## config.mk

```make
export PLATFORM = sky130hd
export DESIGN_NAME = irq_entry_seq
export DESIGN_NICKNAME = d
export VERILOG_FILES = /design/src/rtl/irqseq_pkg.sv /design/src/rtl/irqseq_nmi_latch.sv /design/src/rtl/irqseq_arbiter.sv /design/src/rtl/irq_entry_seq.sv
export SDC_FILE = /design/constraint.sdc
export NUM_CORES = 1
export LEC_CHECK = 0
export BUFFER_PORTS_ARGS = -buffer_cell sky130_fd_sc_hd__buf_2
export CAP_MARGIN = 10
export CORE_MARGIN = 4
export CORE_UTILIZATION = 55
export DETAILED_ROUTE_END_ITERATION = 10
export GPL_TIMING_DRIVEN = 0
export PLACE_DENSITY = 0.79
export SYNTH_ARGS = -nofsm -noshare
export SYNTH_HDL_FRONTEND = slang
export SYNTH_SLANG_ARGS = --single-unit
```

## constraint.sdc

```tcl
create_clock -name clk -period 2.8 [get_ports clk]
set_input_delay 0.7 -clock clk [delete_from_list [all_inputs] [get_ports clk]]
set_output_delay 0.7 -clock clk [all_outputs]
set_load 0.01 [all_outputs]
```

## src/rtl/irqseq_pkg.sv

```systemverilog
package irqseq_pkg;
    localparam int ADDR_W = 16;
    localparam int DATA_W = 8;
    localparam int I_BIT  = 2;
    localparam logic [DATA_W-1:0] STACK_PAGE = 8'h01;
    localparam logic [ADDR_W-1:0] VEC_NMI    = 16'hFFFA;
    localparam logic [ADDR_W-1:0] VEC_RST    = 16'hFFFC;
    localparam logic [ADDR_W-1:0] VEC_IRQ    = 16'hFFFE;
    localparam logic [DATA_W-1:0] I_MASK     = 8'(1 << I_BIT);

    typedef enum logic [3:0] {
        ST_HOLD, ST_IDLE,
        ST_E1, ST_E2, ST_E3, ST_E4, ST_E5, ST_E6, ST_E7,
        ST_R1, ST_R2, ST_R3, ST_R4, ST_R5, ST_R6
    } state_e;

    typedef enum logic [1:0] {K_RST, K_NMI, K_IRQ, K_RTI} kind_e;

    typedef struct packed {
        state_e              st;
        kind_e               kind;
        logic [DATA_W-1:0]   sp;
        logic [ADDR_W-1:0]   ret;
        logic [DATA_W-1:0]   p;
        logic [DATA_W-1:0]   lo;
        logic [DATA_W-1:0]   hi;
        logic [ADDR_W-1:0]   pc;
        logic [DATA_W-1:0]   pout;
        logic                done;
    } regs_t;
endpackage

```

## src/rtl/irqseq_nmi_latch.sv

```systemverilog
module irqseq_nmi_latch (
    input  logic clk,
    input  logic rst_n,
    input  logic nmi_n,
    input  logic take,
    output logic pending
);
    typedef struct packed {
        logic prev;
        logic pend;
    } edge_t;

    edge_t e_d, e_q;

    always_comb begin
        e_d.prev = nmi_n;
        e_d.pend = (e_q.pend & ~take) | (e_q.prev & ~nmi_n);
    end

    always_ff @(posedge clk) begin
        if (!rst_n) begin
            e_q.prev <= nmi_n;
            e_q.pend <= 1'b0;
        end else begin
            e_q <= e_d;
        end
    end

    assign pending = e_q.pend;
endmodule

```

## src/rtl/irqseq_arbiter.sv

```systemverilog
module irqseq_arbiter
    import irqseq_pkg::*;
(
    input  logic  idle,
    input  logic  insn_done,
    input  logic  nmi_pend,
    input  logic  irq_n,
    input  logic  i_flag,
    input  logic  rti_req,
    output logic  start,
    output logic  nmi_take,
    output kind_e kind
);
    logic irq_ok;
    logic at_bound;

    always_comb begin
        irq_ok   = ~irq_n & ~i_flag;
        at_bound = idle & insn_done;
        start    = at_bound & (nmi_pend | irq_ok | rti_req);
        nmi_take = at_bound & nmi_pend;
        if (nmi_pend)    kind = K_NMI;
        else if (irq_ok) kind = K_IRQ;
        else             kind = K_RTI;
    end
endmodule

```

## src/rtl/irq_entry_seq.sv

```systemverilog
module irq_entry_seq
    import irqseq_pkg::*;
(
    input  logic        clk,
    input  logic        rst_n,
    input  logic        nmi_n,
    input  logic        irq_n,
    input  logic        insn_done,
    input  logic        rti_req,
    input  logic [15:0] ret_pc,
    input  logic [7:0]  p_in,
    input  logic [7:0]  mem_rdata,
    output logic [15:0] mem_addr,
    output logic [7:0]  mem_wdata,
    output logic        mem_we,
    output logic        busy,
    output logic        seq_done,
    output logic [15:0] pc_o,
    output logic [7:0]  p_o,
    output logic [7:0]  sp_o
);
    localparam regs_t REGS_RST = '{
        st: ST_HOLD, kind: K_RST, sp: '0, ret: '0, p: '0,
        lo: '0, hi: '0, pc: '0, pout: '0, done: 1'b0
    };

    regs_t r_d, r_q;

    logic              nmi_pend;
    logic              nmi_take;
    logic              start;
    kind_e             start_kind;
    logic [ADDR_W-1:0] vec_a;
    logic [ADDR_W-1:0] stk_a;
    logic [ADDR_W-1:0] stk_up_a;

    irqseq_nmi_latch i_nmi (
        .clk     (clk),
        .rst_n   (rst_n),
        .nmi_n   (nmi_n),
        .take    (nmi_take),
        .pending (nmi_pend)
    );

    irqseq_arbiter i_arb (
        .idle      (r_q.st == ST_IDLE),
        .insn_done (insn_done),
        .nmi_pend  (nmi_pend),
        .irq_n     (irq_n),
        .i_flag    (p_in[I_BIT]),
        .rti_req   (rti_req),
        .start     (start),
        .nmi_take  (nmi_take),
        .kind      (start_kind)
    );

    always_comb begin
        case (r_q.kind)
            K_NMI:   vec_a = VEC_NMI;
            K_IRQ:   vec_a = VEC_IRQ;
            default: vec_a = VEC_RST;
        endcase
        stk_a    = {STACK_PAGE, r_q.sp};
        stk_up_a = {STACK_PAGE, r_q.sp + 8'd1};
    end

    always_comb begin
        r_d       = r_q;
        r_d.done  = 1'b0;
        mem_addr  = r_q.ret;
        mem_wdata = '0;
        mem_we    = 1'b0;
        case (r_q.st)
            ST_HOLD: r_d.st = ST_E1;
            ST_IDLE: begin
                if (start) begin
                    r_d.st   = (start_kind == K_RTI) ? ST_R1 : ST_E1;
                    r_d.kind = start_kind;
                    r_d.ret  = ret_pc;
                    r_d.p    = p_in;
                end
            end
            ST_E1: r_d.st = ST_E2;
            ST_E2: r_d.st = ST_E3;
            ST_E3: begin
                mem_addr  = stk_a;
                mem_we    = (r_q.kind != K_RST);
                mem_wdata = r_q.ret[15:8];
                r_d.sp    = r_q.sp - 8'd1;
                r_d.st    = ST_E4;
            end
            ST_E4: begin
                mem_addr  = stk_a;
                mem_we    = (r_q.kind != K_RST);
                mem_wdata = r_q.ret[7:0];
                r_d.sp    = r_q.sp - 8'd1;
                r_d.st    = ST_E5;
            end
            ST_E5: begin
                mem_addr  = stk_a;
                mem_we    = (r_q.kind != K_RST);
                mem_wdata = r_q.p;
                r_d.sp    = r_q.sp - 8'd1;
                r_d.st    = ST_E6;
            end
            ST_E6: begin
                mem_addr = vec_a;
                r_d.lo   = mem_rdata;
                r_d.st   = ST_E7;
            end
            ST_E7: begin
                mem_addr = vec_a | 16'd1;
                r_d.pc   = {mem_rdata, r_q.lo};
                r_d.pout = r_q.p | I_MASK;
                r_d.done = 1'b1;
                r_d.st   = ST_IDLE;
            end
            ST_R1: r_d.st = ST_R2;
            ST_R2: begin
                mem_addr = stk_a;
                r_d.st   = ST_R3;
            end
            ST_R3: begin
                mem_addr = stk_up_a;
                r_d.p    = mem_rdata;
                r_d.sp   = r_q.sp + 8'd1;
                r_d.st   = ST_R4;
            end
            ST_R4: begin
                mem_addr = stk_up_a;
                r_d.lo   = mem_rdata;
                r_d.sp   = r_q.sp + 8'd1;
                r_d.st   = ST_R5;
            end
            ST_R5: begin
                mem_addr = stk_up_a;
                r_d.hi   = mem_rdata;
                r_d.sp   = r_q.sp + 8'd1;
                r_d.st   = ST_R6;
            end
            ST_R6: begin
                mem_addr = {r_q.hi, r_q.lo};
                r_d.pc   = {r_q.hi, r_q.lo};
                r_d.pout = r_q.p;
                r_d.done = 1'b1;
                r_d.st   = ST_IDLE;
            end
            default: r_d.st = ST_IDLE;
        endcase
    end

    always_ff @(posedge clk) begin
        if (!rst_n) r_q <= REGS_RST;
        else        r_q <= r_d;
    end

    assign busy     = (r_q.st != ST_IDLE);
    assign seq_done = r_q.done;
    assign pc_o     = r_q.pc;
    assign p_o      = r_q.pout;
    assign sp_o     = r_q.sp;
endmodule

```

# --- Yosys cells after proc, flatten, opt, wreduce, memory -nomap -nowiden ---
# Index checks and enable logic that the tools add are counted.
word_totals:
  mem_count: 0
  latch_bits: 0
  ram_bits: 0
  word_cells: 70
  regBits: 81
  mem_bits_ro: 0
classes:
  mux: 13
  n_lt_le_gt_ge: 0
  n_reduce_logical: 11
  add_sub_neg: 2
  div: 0
  eq_ne: 19
  bitwise_logic: 13
  mul: 0
  shift: 0
op_table:
  columns: ["operator", "n"]
  rows:
  - ["16-bit one-hot mux with 5 select lines", 1]
  - ["4-bit one-hot mux with 13 select lines", 1]
  - ["25-bit one-hot mux with 2 select lines", 1]
  - ["8-bit one-hot mux with 2 select lines", 2]
  - ["4-bit == test, second input constant", 7]
  - ["8-bit one-hot mux with 3 select lines", 1]
  - ["4-bit by 3-bit == test with 1-bit output, second input constant", 4]
  - ["8-bit by 1-bit adder with 8-bit output, second input constant", 1]
  - ["4-bit by 2-bit == test with 1-bit output, second input constant", 2]
  - ["8-bit two-way mux", 1]
  - ["2-bit nonzero test", 4]
  - ["8-bit by 1-bit subtractor with 8-bit output, second input constant", 1]
  - ["1-bit bitwise AND", 6]
  - ["6-bit two-way mux", 1]
  - ["3-bit one-hot mux with 2 select lines", 1]
  - ["3-bit OR reduction", 2]
  - ["2-bit == test, second input constant", 2]
  - ["4-bit by 1-bit == test with 1-bit output, second input constant", 1]
  - ["4-bit logical NOT", 1]
  - ["4-bit two-way mux", 1]
  - ["4-bit by 1-bit != test with 1-bit output, second input constant", 1]
  - ["1-bit NOT", 4]
  - ["2-bit AND reduction", 2]
  - ["4-bit OR reduction", 1]
  - ["other kinds (6)", 9]

# --- Logic depth before layout (Yosys ltp) ---
# Gate-level depths: netlist of run 1.
logic_depth:
  word_depth: 8
  mapped_depth: 7
  mapped_depth_nobuf: 6

# --- By module ---
# Synthesis of run 1 repeated with hierarchy kept, for this count alone.
unflattened:
  hier_cells: 629
  hier_area_um2: 4728.3
by_module_without_submodules:
  columns: ["mod", "n_inst", "area_each_um2", "cells_per_inst"]
  rows:
  - ["irq_entry_seq", 1, 4635.7, 619]
  - ["irqseq_nmi_latch", 1, 63.8, 5]
  - ["irqseq_arbiter", 1, 28.8, 5]

# --- Worst setup path after synthesis of run 1 ---
# No wires, ideal clock.
synth_path:
  path_kind: "register -> output"
  startpoint: "register r_q[78] in the netlist's numbering"
  endpoint: "output mem_addr[2]"
  stages_incl_launch_ff: 7
  n_path_buf: 4
  arrival_time_ps: 1614
  required_ps: 2100
  slack_ps: 486
  cell_sequence: "dfxtp_1 -> buf_2 -> clkbuf_1 -> clkbuf_1 -> clkbuf_1 -> a31oi_1 -> o2111ai_1"
synth_between:
  elab_chain_len: 3
  word_cells_on_any_way: 13
synth_lines:
  columns: ["element", "line", "rtl"]
  rows:
  - ["start: declaration", "irq_entry_seq.sv:27", "regs_t r_d, r_q;"]
  - ["start signal: assignment", "irq_entry_seq.sv:154", "else r_q <= r_d;"]
  - ["4-bit by 3-bit == test with 1-bit output / 4-bit == test (equally long branches)", "irq_entry_seq.sv:73", "case (r_q.st)"]
  - ["4-bit OR reduction (no line) / 3-bit OR reduction (equally long branches)", null, null]
  - ["16-bit one-hot mux with 5 select lines *", "irq_entry_seq.sv:73", null]
  - ["end: declaration", "irq_entry_seq.sv:13", "output logic [15:0] mem_addr,"]
# Every way passes the cells marked *; elsewhere a longest branch is shown, timed or not.

# --- Worst setup path in the final report of run 1 ---
layout_path:
  startpoint: "register r_q[76] in the netlist's numbering"
  endpoint: "output mem_addr[6]"
# Same word-level chain as after synthesis.

==> results_dict.tcl, run 1 <==
set metrics [dict create \
    worst_hold_endpoint "i_nmi.e_q[1]" \
    clockRootBuffer "sky130_fd_sc_hd__clkbuf_8" \
    worst-endpoint-arrival_ns 2.04 \
    worst_path_dominant_cell_family "buffers and inverters" \
    yosys-top-cells-count "sky130_fd_sc_hd__dfxtp_1 (81), sky130_fd_sc_hd__nand2_1 (81), sky130_fd_sc_hd__a21oi_1 (75)" \
    detailed_placement_hpwl_um 11500 \
    vias 4862 \
    worst_slew_pin_slew_ns 0.575 \
    place_congestion 0.946 \
    reg2reg_depth 7 \
    setup.reg_to_reg.worst_slack_ns 0.75 \
    numCtsBuffers 9 \
    ys_types 59 \
    grt_overflow 0 \
    path_cells "buf_6 > buf_8 > clkinvlp_4 > a21oi_1 > o22ai_1 > o32a_1 > buf_2" \
    detailedRoute.firstPassIterationCount 5 \
    timing_worst_setup_path_type "reg -> out" \
    yosys.area.top_type "sky130_fd_sc_hd__dfxtp_1" \
    power.static_leakage_uw 0.00256 \
    synth_top_flop_cell "sky130_fd_sc_hd__dfxtp_1" \
    cts_tree "built" \
    yosys-top-cells-area "sky130_fd_sc_hd__dfxtp_1 (35%), sky130_fd_sc_hd__mux2i_1 (9.3%), sky130_fd_sc_hd__a21oi_1 (8.1%), sky130_fd_sc_hd__nand2_1 (6.6%), sky130_fd_sc_hd__nor2_1 (5.7%)" \
    timing.critical_path.to_type "primary output" \
    final.period_utilization_pct 97.7 \
    die-width_um 99.6 \
    syn_inst 602 \
    critical_path_required_ns 2.10 \
    antenna_found_initial 0 \
    number_of_clock_sinks_seen_by_cts 81 \
    layout-drive-gt1-share_pct 28.3 \
    number_of_buffers_and_inverters_on_the_critical_path 4 \
    grt_pass1_vias 4563 \
    synth_seq_cells 81 \
    finalHoldViolCount 0 \
    power.density_nw_per_um2 546 \
    run_status "complete, no violations" \
    layout.cells.non_filler 820 \
    min_delay_path_depth 1 \
    hold_path.startpoint "nmi_n" \
    floorplan.initialDensity_pct 56.5 \
    route.final.wire_length_um 15200 \
    detail_route.wl_per_cell_um 18.6 \
    utilization_pct 68.5 \
    routed_via_density 5.93 \
    timing.setup.tns_ns 0 \
    maximum_clock_frequency_mhz 366 \
    cts_htree_levels 3 \
    max-cap-violations 0 \
    grt_setup_unrepaired "false" \
    cts_hold_buf 0 \
    synth-async-reset-ratio_pct 0 \
    grt_use_total_pct 30.5 \
    timing.hold.ws_ns 0.454 \
    clk-insertion-delay-late_ns 0.37 \
    power.ir.vdd_worst_uv 277 \
    grt_start_max_net_pins 16 \
    synth-warning-count 0 \
    first_iter_violations 340 \
    syn-mean-instance-area_sq_um 7.67 \
    r2r-start "r_q[78]" \
    max_stage_delay_ns 0.41 \
    grt_pass1_wl_um 23800 \
    dpl_cell_area_sq_um 5230 \
    die_height_um 99.6 \
    ys_seq_area_share_pct 35.1 \
    cp_max_fanout 10 \
    detail_route.drc_violations 0 \
    io_buffer_count 96 \
    post-place-cells 803 \
    antenna_cells_inserted 0 \
    core.rowCount 33 \
    cts_buffer_depth 2 \
    die_area_sq_um 9930 \
    final_net_count 752 \
    synth-edff-count 0 \
    syn_area_sq_um 4620 \
    ios 97 \
    setup_viol 0 \
    start_kind "register" \
    area_growth_syn_to_layout_pct 21.2 \
    crit_slowest_cell "sky130_fd_sc_hd__dfxtp_4" \
    layout_min_cycle_time_ns 2.74 \
    synth.top_cell.area_share_pct 35.1 \
    worst_clock_skew_ns 0.0127 \
    critical_path.reg2reg.endpoint "r_q[73]" \
    postRouteAntennaNets 0 \
    relSlewSlack_pct 61.7 \
    coreArea_sq_um 8180 \
    cts.clk_slew.worst_paths_ns 0.10 \
    hp-class "in -> reg" \
    maxSlewViolCount 0 \
    postSynthNetCount 644 \
    critical_path_cell_count 7 \
    layout.cell_area.non_filler_sq_um 5600 \
]
==> routing by layer <==
| metal | up-vias | global-route usage [%] | wire, um |
|---|---|---|---|
| met5 | - | 0 | 0 |
| met3 | 49 | 4.98 | 1220 |
| met4 | 0 | 13.3 | 622 |
| li1 | 2282 | - | - |
| met2 | 252 | 47.6 | 6940 |
| met1 | 2279 | 41.6 | 6450 |
==> flip-flops by register name, summed over array words and instances (netlist names) <==
signal / count
r_q: 46
pc_o: 16
p_o: 8
sp_o: 8
i_nmi.e_q: 1
i_nmi.pending: 1
seq_done: 1
==> layout by cell type, fill, tap and decap left out, drive strengths merged, types with 5 or more instances in the layout <==
cell	synthesis	routed
a21oi	75	75
a22oi	9	9
buf	48	147
clkbuf	30	38
dfxtp	81	81
inv	17	18
mux2i	43	43
nand2	81	81
nand2b	6	6
nand3	6	6
nor2	70	70
nor3	10	10
o21a	5	5
o21ai	39	39
o22ai	7	7
==> how the worst max path moves through the flow <==
stage                        from          end  slack [ns]
after floorplan           r_q[78]  mem_addr[2]        0.49
after global placement    r_q[78]  mem_addr[2]       -0.21
after detailed placement  r_q[78]  mem_addr[2]       -0.22
after CTS                 sp_o[4]  mem_addr[6]      0.0006
after global routing      r_q[76]  mem_addr[6]       0.007
final                     r_q[76]  mem_addr[6]        0.06
==> stage by stage <==
stage | setup WS, ns | total power (uW)
after CTS | 0.000641 | 3000
after global placement | -0.213 | 2030
after global routing | 0.00672 | 3180
after floorplan | 0.486 | 1790
final | 0.0645 | 3050
after detailed placement | -0.220 | 2040
==> power by group <==
part / leakage, uW / switching (uW) / internal, uW
Combinational: 0.00179 / 506 / 342
Sequential: 0.000657 / 56.2 / 1200
Clock: 0.000109 / 501 / 450
Total: 0.00256 / 1060 / 1990
==> layout make-up <==
cell class | count | area [sq um]
clock buffer | 10 | 138
buffer | 76 | 508
fill | 725 | 2580
tap | 105 | 131
clock inverter | 6 | 72.6
sequential | 81 | 1630
inverter | 18 | 75.1
multi-input combinational | 425 | 2540
timing repair buffer | 99 | 503
==> what timing repair did <==
item	4_1_cts	5_1_grt
gates resized for setup	30	42
setup endpoints to repair	24	24
buffers inserted	1	2
==> kinds of logic (layout without fill, tap and decap cells) <==
kind of cell	count (synthesis)	count (layout)	synth area share, %
muxes	43	43	9.32
AOI/OAI and AO/OA	169	169	22.0
and+or+nand+nor	207	207	21.2
DFF	81	81	35.1
xor gates and xnor gates	2	2	0.379
adders and majority gates	4	4	1.08
buffers and inverters	96	209	10.9
Power figures use the tool's default switching activity.
==> run 2: changes to the inputs <==
Settings changed: BUFFER_PORTS_ARGS -buffer_cell sky130_fd_sc_hd__buf_2 to -buffer_cell sky130_fd_sc_hd__buf_4, CORE_MARGIN 4 to default.
==> results_dict.tcl, run 2 (synthesis results as in run 1) <==
set metrics [dict create \
    routed_via_density 5.94 \
    worst-endpoint-arrival_ns 2.08 \
    maxSlewViolCount 0 \
    vias 4843 \
    detail_route.wl_per_cell_um 18.3 \
    detailedRoute.firstPassIterationCount 7 \
    run_status "complete, no violations" \
    fill_cells 721 \
    relSlewSlack_pct 57.9 \
    fin_ws_ns 0.0214 \
    layout.cell_area.non_filler_sq_um 5780 \
    crit_slowest_cell "sky130_fd_sc_hd__dfxtp_1" \
    cts_hold_buf 0 \
    number_of_clock_sinks_seen_by_cts 81 \
    core.rowCount 33 \
    p_sw_uw 1060 \
    grt_setup_unrepaired "false" \
    floorplan.initialDensity_pct 56.5 \
    largest_reg_flops 46 \
    setup_viol 0 \
    timing.setup.tns_ns 0 \
    cts_htree_levels 3 \
    layout_min_cycle_time_ns 2.78 \
    area_growth_syn_to_layout_pct 25.1 \
    die_area_sq_um 8770 \
    worst_slew_pin_slew_ns 0.629 \
    timing.critical_path.to_type "primary output" \
    power.static_leakage_uw 0.00255 \
    sequential_cell_area_sq_um 1640 \
    cts.clk_slew.worst_paths_ns 0.09 \
    grt_use_total_pct 35.3 \
    power.switching_fraction_pct 35.4 \
    p_int_uw 1930 \
    multi_input_comb_area_sq_um 2540 \
    grt_pass1_wl_um 23400 \
    maximum_clock_frequency_mhz 360 \
    detail_route.drc_violations 0 \
    layout-drive-gt1-share_pct 27.8 \
    numCtsBuffers 9 \
    max-cap-violations 0 \
    io_buffer_count 96 \
    utilization_pct 70.7 \
    first_iter_violations 452 \
    seqPwrFrac_pct 42.4 \
    die-width_um 93.6 \
    ios 97 \
    cts_buffer_depth 2 \
    grt_pass1_vias 4539 \
    antenna_cells_inserted 0 \
    detailed_placement_hpwl_um 11200 \
    finalHoldViolCount 0 \
    clockRootBuffer "sky130_fd_sc_hd__clkbuf_8" \
    layout.cells.non_filler 816 \
    place_congestion 0.998 \
    hp-class "in -> reg" \
    power.share.combinational_pct 28.9 \
    power.ir.vdd_worst_uv 259 \
    final.period_utilization_pct 99.2 \
    path_cells "buf_4 > buf_4 > inv_1 > clkbuf_2 > a21oi_1 > o21ai_0 > o2bb2ai_1 > buf_4" \
    grt_start_max_net_pins 16 \
    portion_of_total_power_attributed_to_the_clock_network_pct 28.7 \
    commonest_cells_after_routing_fill_and_taps_aside "sky130_fd_sc_hd__buf_4 (135), sky130_fd_sc_hd__nand2_1 (81), sky130_fd_sc_hd__dfxtp_1 (75)" \
    clk-insertion-delay-late_ns 0.37 \
    coreArea_sq_um 8180 \
    antenna_found_initial 0 \
    postRouteAntennaNets 0 \
    route.final.wire_length_um 14900 \
    dpl_cell_area_sq_um 5470 \
    grt_overflow 0 \
    registers.top_by_ff_count "r_q" \
    most_common_cell_after_layout_fill_and_taps_aside "sky130_fd_sc_hd__buf_4" \
    max_stage_delay_ns 0.32 \
    cp_max_fanout 10 \
    post-place-cells 803 \
    worst_clock_skew_ns 0.0125 \
    die_height_um 93.6 \
    cts_tree "built" \
    path_common_cell "sky130_fd_sc_hd__buf_4" \
    power.density_nw_per_um2 517 \
    critical_path_required_ns 2.10 \
    final_net_count 748 \
    timing_worst_setup_path_type "reg -> out" \
    start_kind "register" \
    preCtsSetupSlack_ns -0.118 \
]
run 2: cell count changes in the layout (fill, tap and decap cells not counted), moves of 2 or more:
cell / before / now
sky130_fd_sc_hd__buf_2: 101 / 6
sky130_fd_sc_hd__clkbuf_2: 8 / 6
sky130_fd_sc_hd__buf_4: 41 / 135
sky130_fd_sc_hd__buf_6: 4 / 2
run 2: area by class of cell:
cell class	count	share of cell area [%]
Multi-Input combinational cell	425	43.9
Sequential cell	81	28.3
Timing Repair Buffer	98	12.7
Buffer	73	8.31
Clock buffer	10	2.38
Tap cell	105	2.27
Inverter	18	1.23
Clock inverter	6	0.844
run 2: power by group through the flow:
stage / clock [uW] / combinational (uW) / sequential (uW)
floorplan: 0 / 534 / 1250
global placement: 0 / 802 / 1270
detailed placement: 0 / 813 / 1270
CTS: 852 / 842 / 1250
global route: 893 / 928 / 1270
finish: 859 / 863 / 1270
run 2: what timing repair did:
action                     in CTS  in global routing
setup buffers                   2                  0
resized for setup              30                 29
pin swaps                       0                  1
setup endpoints to repair      24                 17
run 2: metrics by stage:
step | hold WS (ns) | total power, uW
2_1_floorplan | 0.432 | 1790
3_3_place_gp | 0.441 | 2070
3_5_place_dp | 0.446 | 2080
4_1_cts | 0.455 | 2950
5_1_grt | 0.458 | 3100
6_report | 0.451 | 2990
run 2: worst paths after layout:
check | end | cells past startpoint | from | slack [ns]
max | mem_addr[0] | 8 | r_q[75] | 0.02
min | i_nmi.e_q[1] | 1 | nmi_n | 0.45
max reg2reg | r_q[73] | 7 | r_q[78] | 0.70
min reg2reg | pc_o[4] | 2 | pc_o[4] | 0.46
run 2: worst max-delay path: cells and delay by family (launching register included):
family | cells | cell delay, ns
flops | 1 | 0.32
compound gates | 3 | 0.46
buf+inv | 5 | 0.93
run 2: routing by layer:
metal	wire (um)	share of wire (%)	vias up	GRT usage, %
li1	-	-	2278	-
met1	6360	43	2287	47.6
met2	7020	47	237	58.6
met3	1230	8.2	41	4.47
met4	331	2.2	0	10.5
met5	0	0	-	0
==> run 3: changes to the inputs <==
Settings changed: PLACE_DENSITY 0.79 to 0.78.
==> results_dict.tcl, run 3 (synthesis results as in run 1) <==
set metrics [dict create \
    detail_route.drc_violations 0 \
    cts_tree "built" \
    number_of_clock_sinks_seen_by_cts 81 \
    timing_worst_setup_path_type "reg -> out" \
    worst_path_dominant_cell_family "compound AO/OA/AOI/OAI gates" \
    crit_slowest_cell "sky130_fd_sc_hd__o32a_1" \
    power.density_nw_per_um2 529 \
    worst_hold_endpoint "i_nmi.e_q[1]" \
    floorplan.initialDensity_pct 56.5 \
    detailedRoute.firstPassIterationCount 6 \
    io_buffer_count 96 \
    clockRootBuffer "sky130_fd_sc_hd__clkbuf_8" \
    final_net_count 747 \
    clk-insertion-delay-late_ns 0.37 \
    commonest_cells_after_routing_fill_and_taps_aside "sky130_fd_sc_hd__buf_4 (135), sky130_fd_sc_hd__nand2_1 (81), sky130_fd_sc_hd__dfxtp_1 (75)" \
    layout.cells.non_filler 815 \
    min_delay_path_depth 1 \
    max_stage_delay_ns 0.35 \
    relSlewSlack_pct 58.8 \
    dpl_cell_area_sq_um 5470 \
    report.power.total_uw 3070 \
    finalHoldViolCount 0 \
    numCtsBuffers 9 \
    grt_overflow 0 \
    coreArea_sq_um 8180 \
    run_status "complete, no violations" \
    postRouteAntennaNets 0 \
    critical_path.reg2reg.endpoint "r_q[73]" \
    area_growth_syn_to_layout_pct 25.5 \
    largest_reg_flops 46 \
    route.final.wire_length_um 15000 \
    cts_hold_buf 0 \
    cts.clk_slew.worst_paths_ns 0.09 \
    timing.critical_path.to_type "primary output" \
    final.period_utilization_pct 99.6 \
    path_cells "clkbuf_4 > buf_4 > or2_2 > o22ai_2 > o21a_1 > o32a_1 > buf_4" \
    first_iter_violations 512 \
    reg2reg_depth 7 \
    grt_setup_unrepaired "true" \
    antenna_found_initial 0 \
    layout_min_cycle_time_ns 2.79 \
    portion_of_total_power_attributed_to_the_clock_network_pct 30.7 \
    layout-drive-gt1-share_pct 27.9 \
    core.rowCount 33 \
    p_int_uw 2020 \
    number_of_buffers_and_inverters_on_the_critical_path 3 \
    hold_path.startpoint "nmi_n" \
    detail_route.wl_per_cell_um 18.4 \
    r2r-start "r_q[78]" \
    worst-endpoint-arrival_ns 2.09 \
    setup_viol 0 \
    antenna_cells_inserted 0 \
    worst_slew_pin_slew_ns 0.616 \
    most_common_cell_after_layout_fill_and_taps_aside "sky130_fd_sc_hd__buf_4" \
    grt_pass1_wl_um 23000 \
    power.share.combinational_pct 28.0 \
    ios 97 \
    die_height_um 93.6 \
    maximum_clock_frequency_mhz 359 \
    start_kind "register" \
    grt_use_total_pct 34.6 \
    power.static_leakage_uw 0.00257 \
    max-cap-violations 0 \
    preCtsSetupSlack_ns -0.106 \
    post-place-cells 803 \
    fin_ws_ns 0.0116 \
    place_congestion 0.984 \
    power.ir.vdd_worst_uv 338 \
    grt_start_max_net_pins 16 \
    cts_buffer_depth 2 \
    cts_htree_levels 3 \
    vias 4800 \
    seqPwrFrac_pct 41.3 \
    die-width_um 93.6 \
    p_sw_uw 1050 \
    detailed_placement_hpwl_um 11200 \
    hp-class "in -> reg" \
    routed_via_density 5.89 \
    timing.hold.ws_ns 0.450 \
    setup.reg_to_reg.worst_slack_ns 0.60 \
    maxSlewViolCount 0 \
    cp_max_fanout 10 \
    power.switching_fraction_pct 34.1 \
    registers.top_by_ff_count "r_q" \
    worst_clock_skew_ns 0.00821 \
    grt_pass1_vias 4425 \
    die_area_sq_um 8770 \
    critical_path_required_ns 2.10 \
    path_common_cell "sky130_fd_sc_hd__buf_4" \
    layout.cell_area.non_filler_sq_um 5800 \
]
run 3: timing repair:
item | CTS | global route
pin swaps | 0 | 2
buffers inserted | 0 | 1
setup endpoints to repair | 24 | 21
gates cloned | 0 | 0
resized for setup | 29 | 30
hold endpoints to repair | 0 | 0
run 3: cell type report:
| cell class | count | area (sq um) |
|---|---|---|
| fillers | 694 | 2380 |
| clock buffers | 10 | 138 |
| plain buffers | 73 | 475 |
| well taps | 105 | 131 |
| clock inverters | 6 | 72.6 |
| flip-flops and latches | 81 | 1630 |
| inverters | 18 | 71.3 |
| repair buffers | 97 | 728 |
| multi-input cells | 425 | 2550 |
run 3: worst max path at each step:
stage	from	end	slack, ns	depth (start not counted)
2_1_floorplan	r_q[78]	mem_addr[2]	0.49	6
3_3_place_gp	r_q[78]	mem_addr[6]	-0.10	6
3_5_place_dp	r_q[78]	mem_addr[2]	-0.11	7
4_1_cts	r_q[78]	mem_addr[7]	0.006	6
5_1_grt	r_q[75]	mem_wdata[3]	-0.01	8
6_report	r_q[75]	mem_addr[3]	0.01	7
run 3: per-stage QoR:
stage               util (%)  TNS, ns
floorplan                  -        0
global placement        66.9   -0.561
detailed placement      66.9   -0.427
CTS                     70.1        0
global route            70.9  -0.0384
finish                  70.9        0
run 3: per-layer routing:
metal	wire length, um	track usage, %	part of all wire (%)	vias to the layer above
li1	-	-	-	2269
met3	1300	4.96	8.7	36
met2	6950	55.6	46	255
met4	397	14.0	2.7	0
met1	6320	46.5	42	2240
met5	0	0	0	-
run 3: worst reg2reg max path, delay by kind of cell (launching register included):
family          cells  cell delay, ns
simple gates        2            0.80
compound gates      2            0.25
flops               1            0.33
buf+inv             3            0.70
run 3: power groups by stage:
stage	Sequential, uW	Clock [uW]	Combinational (uW)
5_1_grt	1270	983	922
2_1_floorplan	1250	0	534
3_3_place_gp	1270	0	799
6_report	1270	941	860
3_5_place_dp	1270	0	807
4_1_cts	1260	936	814
